### src/rtl/irq_pkg.sv
// Shared types for the interrupt vector fetch controller.
package irq_pkg;
    // Entry sequence: waiting, issuing the vector fetch, servicing.
    typedef enum logic [1:0] {
        ST_IDLE    = 2'd0,
        ST_FETCH   = 2'd1,
        ST_SERVICE = 2'd2
    } entry_state_t;
endpackage

### src/rtl/irq_sync.sv
// Two-flop synchronizer for a vector of asynchronous request lines.
// Assumes each line is held high long enough to be sampled.
module irq_sync #(
    parameter int W = 8
) (
    input  logic         clk,
    input  logic         rst_n,
    input  logic [W-1:0] async_in,
    output logic [W-1:0] sync_out
);
    logic [W-1:0] stage1_q;
    logic [W-1:0] stage2_q;

    // Shift the raw lines through two register stages.
    always_ff @(posedge clk) begin
        if (!rst_n) begin
            stage1_q <= '0;
            stage2_q <= '0;
        end else begin
            stage1_q <= async_in;
            stage2_q <= stage1_q;
        end
    end

    assign sync_out = stage2_q;
endmodule

### src/rtl/irq_prio_enc.sv
// Fixed-priority encoder: the lowest set bit wins.
// Assumes W >= 2 and IW = $clog2(W).
module irq_prio_enc #(
    parameter int W  = 64,
    parameter int IW = $clog2(W)
) (
    input  logic [W-1:0]  pend,
    output logic          any,
    output logic [IW-1:0] idx
);
    // Scan from the top down so that the lowest pending index is kept last.
    always_comb begin
        idx = '0;
        for (int i = W - 1; i >= 0; i--) begin
            if (pend[i]) idx = IW'(i);
        end
    end

    assign any = |pend;
endmodule

### src/rtl/irq_entry_fsm.sv
// Entry sequencer. It takes an interrupt at a fetch slot, issues a
// one-cycle vector fetch override with the PC held, acknowledges the
// source and then locks out new entries until a return strobe arrives.
// Assumes idx is valid whenever any is high.
module irq_entry_fsm
    import irq_pkg::*;
#(
    parameter int          NV   = 64,
    parameter int          IW   = $clog2(NV),
    parameter int          AW   = 16,
    parameter int unsigned BASE = 32'h0100
) (
    input  logic          clk,
    input  logic          rst_n,
    input  logic          any,
    input  logic [IW-1:0] idx,
    input  logic          fetch_slot,
    input  logic          rti_strobe,
    output logic [AW-1:0] fetch_addr,
    output logic          fetch_valid,
    output logic          pc_hold,
    output logic [NV-1:0] ack,
    output logic          wake
);
    entry_state_t state_q;
    logic [AW-1:0] addr_q;
    logic [NV-1:0] ack_q;
    logic          take;

    assign take = (state_q == ST_IDLE) && any && fetch_slot;

    // Step through idle, fetch and service.
    always_ff @(posedge clk) begin
        if (!rst_n) begin
            state_q <= ST_IDLE;
        end else begin
            unique case (state_q)
                ST_IDLE:    if (take) state_q <= ST_FETCH;
                ST_FETCH:   state_q <= ST_SERVICE;
                ST_SERVICE: if (rti_strobe) state_q <= ST_IDLE;
                default:    state_q <= ST_IDLE;
            endcase
        end
    end

    // Latch the second-word address and the one-hot acknowledge on entry.
    always_ff @(posedge clk) begin
        if (!rst_n) begin
            addr_q <= '0;
            ack_q  <= '0;
        end else if (take) begin
            addr_q <= AW'(BASE) + AW'({idx, 1'b1});
            ack_q  <= NV'(1) << idx;
        end else begin
            ack_q  <= '0;
        end
    end

    assign fetch_valid = (state_q == ST_FETCH);
    assign pc_hold     = fetch_valid;
    assign fetch_addr  = addr_q;
    assign ack         = ack_q;
    assign wake        = any && (state_q == ST_IDLE);
endmodule

### src/rtl/irq_vector_ctrl.sv
// Top of the prioritized interrupt vector fetch controller. It
// synchronizes pin requests, merges them with synchronous requests,
// applies per-vector enables and sequences the vector fetch.
// Assumes NV >= 2 and a vector table at BASE with two words per entry.
module irq_vector_ctrl #(
    parameter int          NV   = 64,
    parameter int          AW   = 16,
    parameter int unsigned BASE = 32'h0100
) (
    input  logic          clk,
    input  logic          rst_n,
    input  logic [NV-1:0] pin_req,
    input  logic [NV-1:0] int_req,
    input  logic [NV-1:0] req_en,
    input  logic          fetch_slot,
    input  logic          rti_strobe,
    output logic [AW-1:0] fetch_addr,
    output logic          fetch_valid,
    output logic          pc_hold,
    output logic [NV-1:0] ack,
    output logic          wake
);
    localparam int IW = $clog2(NV);

    logic [NV-1:0] pin_sync;
    logic [NV-1:0] pend;
    logic          any;
    logic [IW-1:0] idx;

    irq_sync #(.W(NV)) u_sync (
        .clk      (clk),
        .rst_n    (rst_n),
        .async_in (pin_req),
        .sync_out (pin_sync)
    );

    // Combine both request kinds and apply the enables.
    assign pend = (pin_sync | int_req) & req_en;

    irq_prio_enc #(.W(NV), .IW(IW)) u_enc (
        .pend (pend),
        .any  (any),
        .idx  (idx)
    );

    irq_entry_fsm #(.NV(NV), .IW(IW), .AW(AW), .BASE(BASE)) u_fsm (
        .clk         (clk),
        .rst_n       (rst_n),
        .any         (any),
        .idx         (idx),
        .fetch_slot  (fetch_slot),
        .rti_strobe  (rti_strobe),
        .fetch_addr  (fetch_addr),
        .fetch_valid (fetch_valid),
        .pc_hold     (pc_hold),
        .ack         (ack),
        .wake        (wake)
    );
endmodule

### config.mk
export PLATFORM = sky130hd
export DESIGN_NAME = irq_vector_ctrl
export DESIGN_NICKNAME = d
export VERILOG_FILES = /design/src/rtl/irq_pkg.sv /design/src/rtl/irq_sync.sv /design/src/rtl/irq_prio_enc.sv /design/src/rtl/irq_entry_fsm.sv /design/src/rtl/irq_vector_ctrl.sv
export SDC_FILE = /design/constraint.sdc
export NUM_CORES = 1
export LEC_CHECK = 0
export BUFFER_PORTS_ARGS = -buffer_cell sky130_fd_sc_hd__buf_4
export CAP_MARGIN = 20
export CORE_MARGIN = 2
export CORE_UTILIZATION = 30
export DETAILED_ROUTE_END_ITERATION = 10
export MAX_ROUTING_LAYER = met4
export PLACE_DENSITY_LB_ADDON = 0.2
export SKIP_LAST_GASP = 1
export SLEW_MARGIN = 5
export SYNTH_ARGS = -nofsm -noshare
export SYNTH_HDL_FRONTEND = slang
export SYNTH_SLANG_ARGS = --single-unit
export TNS_END_PERCENT = 100
### constraint.sdc
create_clock -name clk -period 7.3 [get_ports clk]
set_input_delay 0.365 -clock clk [delete_from_list [all_inputs] [get_ports clk]]
set_output_delay 0.365 -clock clk [all_outputs]
set_load 0.05 [all_outputs]
-- Yosys cells after proc, flatten, opt, wreduce, memory -nomap -nowiden
Index checks and enable logic that the tools add are counted.
- eq/ne operators: 4
- reduce and logical (&&, ||, !) cells: 6
- bitwise operators: 2
- order comparisons: 0
- divide/modulo/power cells: 0
- add/subtract/negate cells: 1
- multipliers: 0
- mux-type cells: 67
- shift operators: 1
- operators by type and width (operator ; number):
    2-to-1 mux 6 bit ; 64
    bitwise AND 64 bit ; 1
    OR 64 bit ; 1
    OR reduction 64 bit ; 1
    << shifter 1 x 6 -> 64 bit, first input constant ; 1
    adder 9 x 7 -> 10 bit, first input constant ; 1
    case mux 2 bit (3 select lines) ; 1
    2-to-1 mux 2 bit ; 2
    AND reduction 2 bit ; 2
    equality test 2 x 1 -> 1 bit, second input constant ; 1
    equality test 2 bit, second input constant ; 1
    logical AND 1 bit ; 2
    logical NOT 2 bit ; 1
    inequality test 2 x 1 -> 1 bit, second input constant ; 1
    inequality test 2 bit, second input constant ; 1
- bits of input ports: 196
- bits in writable memories: 0
- bits in read-only memories: 0
- memories kept: 0
- bits in registers: 210
- logic and storage cells: 86
- latch bits: 0
- output and inout bits: 83

-- Logic depth before layout (Yosys ltp)
Gate-level depths: netlist of the first run.
- word-level depth: 67
- gate-level depth with buffers: 9
- gate-level depth less buffers: 7

-- Hierarchy
Synthesis of the first run repeated with hierarchy kept, for this count alone.
- cells, all modules: 692
- area total of the unflattened synthesis: 7238.2 um^2
- by module, submodules not included (module ; cells each ; times used ; area each (um^2) ; seq. area each (um^2)):
    irq_sync ; 270 ; 1 ; 3550.9 ; 2562.5
    irq_entry_fsm ; 213 ; 1 ; 2319.7 ; 1461.4
    irq_prio_enc ; 145 ; 1 ; 887.1 ; 0.0
    irq_vector_ctrl ; 64 ; 1 ; 480.5 ; 0.0

-- Worst setup path after synthesis of the first run
Ideal clock, no wire load.
- kind: input to output
- from: in int_req[28]
- to: out wake
- stages on the path: 5
- data required time: 6.935 ns
- arrival time: 2.158 ns
- path buffers: 0
- slack: 4.777 ns
- cell sequence: o21a_1 or4_4 or4_4 nand3b_4 o21a_1
- cells in the longest elaborated chain, start to end: 4
- RTL lines (item ; line ; RTL):
    start: declaration ; irq_vector_ctrl.sv:13 ; input logic [NV-1:0] int_req,
    OR 64 bit ; irq_vector_ctrl.sv:38 ; assign pend = (pin_sync | int_req) & req_en;
    bitwise AND 64 bit ; irq_vector_ctrl.sv:38 ;
    OR reduction 64 bit ; irq_prio_enc.sv:19 ; assign any = |pend;
    logical AND 1 bit ; irq_entry_fsm.sv:63 ; assign wake = any && (state_q == ST_IDLE);
    end: declaration ; irq_vector_ctrl.sv:21 ; output logic wake
Every way passes these cells.

-- Final worst setup path of the first run
- from: reg u_sync.stage2_q[36] (netlist: u_sync.sync_out[36])
- to: out wake
- cells in the longest elaborated chain, start to end: 4
- RTL lines (item ; line ; RTL):
    start: declaration ; irq_sync.sv:12 ; logic [W-1:0] stage2_q;
    start signal: assignment ; irq_sync.sv:21 ; stage2_q <= stage1_q;
    OR 64 bit ; irq_vector_ctrl.sv:38 ;
    bitwise AND 64 bit ; irq_vector_ctrl.sv:38 ;
    OR reduction 64 bit ; irq_prio_enc.sv:19 ;
    logical AND 1 bit ; irq_entry_fsm.sv:63 ;
Every way passes these cells.

==> results of run 1 <==
==> where the power goes <==
group          internal [mW]  switching [mW]
Sequential              1.13          0.0101
Combinational          0.133           0.154
Clock                  0.638           0.423
Total                   1.90           0.587
==> metrics by stage <==
step,total power [mW],std cells
after floorplan,1.33,711
after detailed placement,1.46,1231
after global routing,2.61,1267
final,2.49,1267
after CTS,2.53,1267
after global placement,1.45,1230
==> cell families after synthesis <==
family,Yosys count
flip-flops,201
other,1
AO/OA/AOI/OAI,140
buffers and inverters,40
multiplexers,1
AND/OR/NAND/NOR,321
==> metal layers <==
metal / global-route usage [%] / up-vias
met2: 27.8 / 212
met1: 20.2 / 2587
met4: 4.89 / 0
li1: - / 2958
met3: 4.07 / 31
met5: - / -
==> how the worst min path moves through the flow <==
| stage | to | slack, ps | depth (start not counted) |
|---|---|---|---|
| global route | u_sync.stage1_q[13] | 50 | 2 |
| global placement | u_sync.sync_out[54] | 410 | 1 |
| detailed placement | u_sync.sync_out[10] | 420 | 1 |
| finish | u_sync.stage1_q[5] | 70 | 2 |
| floorplan | u_sync.sync_out[0] | 410 | 1 |
| CTS | u_sync.stage1_q[54] | 50 | 2 |
==> sequential cells by signal, indices dropped and copies added, names as in the netlist <==
register          flops
u_fsm.ack            64
u_fsm.fetch_addr      7
u_fsm.state_q         2
u_sync.stage1_q      64
u_sync.sync_out      64
==> cells in the final DEF (no fill, tap or decap), types with 3 or more instances in the layout <==
| cell | count |
|---|---|
| buf_4 | 273 |
| dfxtp_1 | 201 |
| and2_1 | 129 |
| o21ai_0 | 71 |
| nor3_1 | 58 |
| nand2_1 | 50 |
| clkbuf_16 | 23 |
| o21a_1 | 21 |
| nand4_1 | 17 |
| nor3b_1 | 17 |
| nand3_1 | 11 |
| a21oi_1 | 9 |
| nor2_1 | 8 |
| conb_1 | 8 |
| clkbuf_1 | 6 |
| nor4_1 | 5 |
| a211oi_1 | 5 |
| and4_1 | 4 |
| a31o_2 | 4 |
| a31oi_1 | 4 |
| and3_1 | 4 |
| nor2b_1 | 3 |
| o211ai_1 | 3 |
| a21o_1 | 3 |
| clkbuf_8 | 3 |
==> worst max-delay path, delay by kind of cell, from the launching register on <==
kind / cells / cell delay (ps)
AO/OA/AOI/OAI: 2 / 690
buffers and inverters: 1 / 180
flip-flops: 1 / 300
AND/OR/NAND/NOR: 3 / 1330
==> area by class of cell <==
cell class | instances | area share, %
sequential | 201 | 40.5
multi-input combinational | 470 | 28.0
timing repair buffer | 274 | 20.9
clock buffer | 32 | 6.44
tap | 285 | 3.59
inverter | 1 | 0.0378
clock inverter | 4 | 0.479
==> impl_metrics.json, run 1 <==
{
  "remaining_drc_errors": 0,
  "cts_tree": "done",
  "r2r-start": "u_sync.sync_out[1]",
  "area_growth_pct": 42.4,
  "cap_violations": 0,
  "synthMuxAreaShare_pct": 0.143,
  "cts-hold-fix-buffers": 0,
  "peakVddDrop_v": 0.000165,
  "gp_congestion": 0.765,
  "run_status": "finished, final reports clean",
  "timing.hold.ws_ps": 73.8,
  "yosysTopAreaCell": "dfxtp_1",
  "netlist_top_cells_count": "dfxtp_1 (201), and2_1 (129), o21ai_0 (71)",
  "core-area_sq_um": 22700,
  "cts_root_buffer": "clkbuf_16",
  "synth_xor_area_share_pct": 0,
  "cts_setup_buffers": 0,
  "via_count": 5788,
  "die_area_sq_um": 24500,
  "finalSetupViolations": 0,
  "totalWireLength_mm": 20.4,
  "synth_cell_types": 50,
  "setup_slack_ps": 3930,
  "min_from": "pin_req[5]",
  "maxSlewViolCount": 0,
  "min_period_ps": 3370,
  "worst_ep_arrival_time_ps": 3000,
  "critPathMaxStageDelay_ps": 820,
  "required_ps": 6930,
  "synth-seq-cells": 201,
  "m1WireLength_mm": 8.80,
  "multi_input_area_sq_um": 2790,
  "met3_length_mm": 1.48,
  "wl_met2_mm": 9.61,
  "top_layer": "met4",
  "synth_top_area_share_pct": 57.7,
  "hold_path.class": "in -> reg",
  "r2r-end": "u_fsm.ack[36]",
  "finish.utilization_pct": 43.7,
  "finClkSkew_ps": 6.56,
  "wl_per_cell_um": 16.1,
  "buffer_ports.inserted": 270,
  "antenna_found_initial": 0,
  "syn_area_sq_um": 6980,
  "placed_cell_area_sq_um": 9250,
  "hpwlAfterDp_mm": 15.7,
  "path_clk_slew_ps": 60,
  "syn_inst": 704,
  "synth_compound_area_share_pct": 12.7,
  "fill_cells": 2201,
  "htree_levels": 1,
  "clockBufferDepth": 3,
  "power_density_nw_per_um2": 251,
  "hold_viol": 0,
  "slowest_stage": "nor4_1",
  "crit_fanout": 5,
  "yosys.area_share.simple_pct": 26.6,
  "drive_gt1_share_pct": 32.8,
  "avgSynthCellArea_sq_um": 9.91,
  "crit_chain": "o21ai_0, nand4_1, nor4_1, nand2_1, o21a_1, buf_4",
  "start_util_pct": 30.7,
  "relSlewSlack_pct": 31.9,
  "drt_iter0_drc": 224,
  "finalCritPeriodShare_pct": 46.2,
  "path_class": "reg -> out",
  "ioPinCount": 279,
  "grt_pass1_vias": 5828,
  "startpoint_type": "flip-flop",
  "reg2reg_slack_ps": 4210,
  "pre_cts_ws_ps": 4060,
  "yosysWarnings": 0,
  "grt_usage_pct": 16.8,
  "synth_top_family_by_area": "simple AND/OR/NAND/NOR gates",
  "viasPerCell": 4.57,
  "finalNetCount": 1166,
  "n_antenna_cell": 0,
  "clock-sinks": 201,
  "cts_resized": 0,
  "postRouteAntennaNets": 0,
  "p_leak_nw": 4.32,
  "synthTopCellsByArea": "dfxtp_1 (58%), and2_1 (12%), o21ai_0 (5.1%)",
  "grt_start_max_net_pins": 73,
  "die_h_um": 157,
  "rsz0062_at_grt": "no",
  "async_reset_ff_share_pct": 0,
  "grt_overflow": 0,
  "cp-end-kind": "output pin",
  "setup_tns_ps": 0,
  "synth_top_flop_cell": "dfxtp_1",
  "synth_adder_area_share_pct": 0,
  "worst_slew_pin_slew_ps": 1020,
  "synth_edf_count": 0,
  "fmax_mhz": 297,
  "die_x_um": 157,
  "drt-pass1-iter-count": 5,
  "grt_pass1_wl_mm": 31.0,
  "reg2reg_depth": 7,
  "final_area_sq_um": 9930,
  "numCtsBuffers": 22,
  "row_count": 55,
  "seq_area_frac_synth_pct": 57.7,
  "crit_end": "wake",
  "startpoint": "u_sync.sync_out[36]",
  "register_area_sq_um": 4020,
  "yosysMostFrequentCell": "dfxtp_1",
  "worstSkewPairLatency_ps": 500
}
No activity file was read; power rests on OpenSTA's default activity.
==> inputs of run 2 (changes only) <==
--- a/config.mk
+++ b/config.mk
@@ -5,6 +5,7 @@
 export SDC_FILE = /design/constraint.sdc
 export NUM_CORES = 1
 export LEC_CHECK = 0
+export ABC_AREA = 1
 export BUFFER_PORTS_ARGS = -buffer_cell sky130_fd_sc_hd__buf_4
 export CAP_MARGIN = 20
 export CORE_MARGIN = 2
==> constraint.sdc (replaced) <==
create_clock -name clk -period 2.7 [get_ports clk]
set_input_delay 0.135 -clock clk [delete_from_list [all_inputs] [get_ports clk]]
set_output_delay 0.135 -clock clk [all_outputs]
set_load 0.05 [all_outputs]
==> impl_metrics.json, run 2 <==
{
  "run_status": "finished, violations left",
  "violations": "negative setup slack",
  "rsz0062_at_grt": "yes",
  "buffer_ports.inserted": 270,
  "gp_congestion": 0.792,
  "synth_top_area_share_pct": 57.3,
  "met3_length_mm": 1.05,
  "seq_area_frac_synth_pct": 57.3,
  "hpwlAfterDp_mm": 14.1,
  "remaining_drc_errors": 0,
  "viasPerCell": 3.98,
  "start_util_pct": 30.8,
  "netlist_top_cells_count": "nand2_1 (245), dfxtp_1 (201), inv_1 (136)",
  "synth_edf_count": 0,
  "drt_iter0_drc": 142,
  "startpoint_type": "flip-flop",
  "drt-pass1-iter-count": 4,
  "crit_fanout": 4,
  "wl_per_cell_um": 12.1,
  "die_h_um": 157,
  "ioPinCount": 279,
  "maxSlewViolCount": 0,
  "numCtsBuffers": 23,
  "clock-sinks": 201,
  "multi_input_area_sq_um": 2440,
  "top_layer": "met4",
  "synth_top_flop_cell": "dfxtp_1",
  "grt_pass1_wl_mm": 29.6,
  "crit_path_frequent_cell": "nand2_1",
  "finalCritPeriodShare_pct": 159,
  "grt_usage_pct": 15.5,
  "yosysMostFrequentCell": "nand2_1",
  "synth-seq-cells": 201,
  "post-place-cells": 1461,
  "finClkSkew_ps": 5.94,
  "synth_cell_types": 30,
  "p_total_mw": 6.91,
  "cap_violations": 0,
  "power_density_nw_per_um2": 621,
  "syn_area_sq_um": 7020,
  "cp-end-kind": "flip-flop",
  "grt_start_max_net_pins": 98,
  "register_area_sq_um": 4030,
  "cts_tree": "done",
  "min_period_ps": 4280,
  "peakVddDrop_v": 0.000395,
  "p_leak_nw": 5.91,
  "die_x_um": 157,
  "row_count": 55,
  "syn_inst": 871,
  "core-area_sq_um": 22800,
  "final_cell_mix": "buf_4 (306), nand2_1 (245), dfxtp_1 (199), inv_1 (136), nor2_1 (95)",
  "slowest_stage": "dfxtp_2",
  "path_clk_slew_ps": 60,
  "timing.hold.ws_ps": 81.2,
  "postRouteAntennaNets": 0,
  "avgSynthCellArea_sq_um": 8.06,
  "fin_cells": 1564,
  "totalWireLength_mm": 19.0,
  "antenna_found_initial": 0,
  "synthTopCellsByArea": "dfxtp_1 (57%), nand2_1 (13%), inv_1 (7.3%)",
  "grt_overflow": 0,
  "async_reset_ff_share_pct": 0,
  "pre_cts_ws_ps": -1670,
  "drive_gt1_share_pct": 33.7,
  "finalSetupViolations": 66,
  "worst_ep_arrival_time_ps": 4710,
  "path_class": "reg -> reg",
  "required_ps": 3130,
  "via_count": 6231,
  "hold_path.class": "in -> reg",
  "fill_cells": 2254,
  "yosysWarnings": 0,
  "critPathMaxStageDelay_ps": 310,
  "worstSkewPairLatency_ps": 490,
  "hold_viol": 0,
  "clockBufferDepth": 3,
  "finalNetCount": 1437,
  "m1WireLength_mm": 8.12,
  "n_antenna_cell": 0,
  "setup_slack_ps": -1580,
  "grt_pass1_vias": 6116,
  "htree_levels": 1,
  "fmax_mhz": 233,
  "area_growth_pct": 58.6,
  "cts_root_buffer": "clkbuf_16",
  "yosysTopAreaCell": "dfxtp_1",
  "die_area_sq_um": 24600,
  "layout_commonest_cell": "buf_4",
  "wl_met2_mm": 9.32
}
[run 2: changes by cell type in the layout (fill, tap and decap cells not counted), moves of 46 or more]
cell,change
nand2_1,+195
inv_1,+135
and2_1,-129
nor2_1,+87
o21ai_0,-69
dlygate4sd3_1,+66
nor3_1,-46
[run 2: worst max-delay path, delay by kind of cell, from the launching register on]
family	cells	cell delay, ps
simple gates	66	3750
flops	1	310
compound gates	1	120
[run 2: report_power, final]
part           internal [mW]  total, mW  switching [mW]
Clock                   1.76       2.90            1.14
Sequential              3.07       3.10          0.0331
Combinational          0.455      0.913           0.458
Total                   5.28       6.91            1.63
[run 2: final timing paths]
check                              to  slack, ps                 from  depth (start not counted)
setup reg to reg        u_fsm.ack[33]      -1580  u_sync.sync_out[62]                         67
setup / recovery        u_fsm.ack[33]      -1580  u_sync.sync_out[62]                         67
hold reg to reg   u_sync.sync_out[60]        410  u_sync.stage1_q[60]                          2
hold / removal    u_sync.sync_out[55]         80                rst_n                          3
[run 2: per-stage QoR]
stage / cell area, sq um / setup TNS (ps) / util [%]
detailed placement: 9640 / -103990 / 42.3
global route: 11100 / -151450 / 48.9
CTS: 11100 / -104860 / 48.7
finish: 11100 / -99870 / 48.9
global placement: 9640 / -103460 / 42.3
floorplan: 7070 / -62310 / -
[run 2: layer usage]
metal | track usage, % | vias to the layer above
li1 | - | 3338
met1 | 18.1 | 2701
met2 | 26.9 | 161
met3 | 3.33 | 31
met4 | 4.41 | 0
met5 | - | -
[run 2: area by class of cell]
type / count / share of cell area, %
well taps: 313 / 3.52
clock inverters: 2 / 0.124
repair buffers: 376 / 27.3
inverters: 140 / 4.72
clock buffers: 33 / 6.23
multi-input cells: 499 / 22.0
flip-flops and latches: 201 / 36.2
[run 2: timing repair]
item | in CTS | in global routing
hold buffers | 66 | 0
gates resized for setup | 15 | 10
pin swaps | 3 | 5
setup endpoints to repair | 66 | 66
gates cloned | 0 | 0
setup buffers | 0 | 2
hold endpoints to repair | 67 | 0
[run 2: logic make-up after synthesis]
logic type	count (synthesis)	share of synthesized area [%]
and+or+nand+nor	407	24.9
buffers and inverters	178	10.2
other	1	0.0534
DFF	201	57.3
AOI/OAI and AO/OA	84	7.59
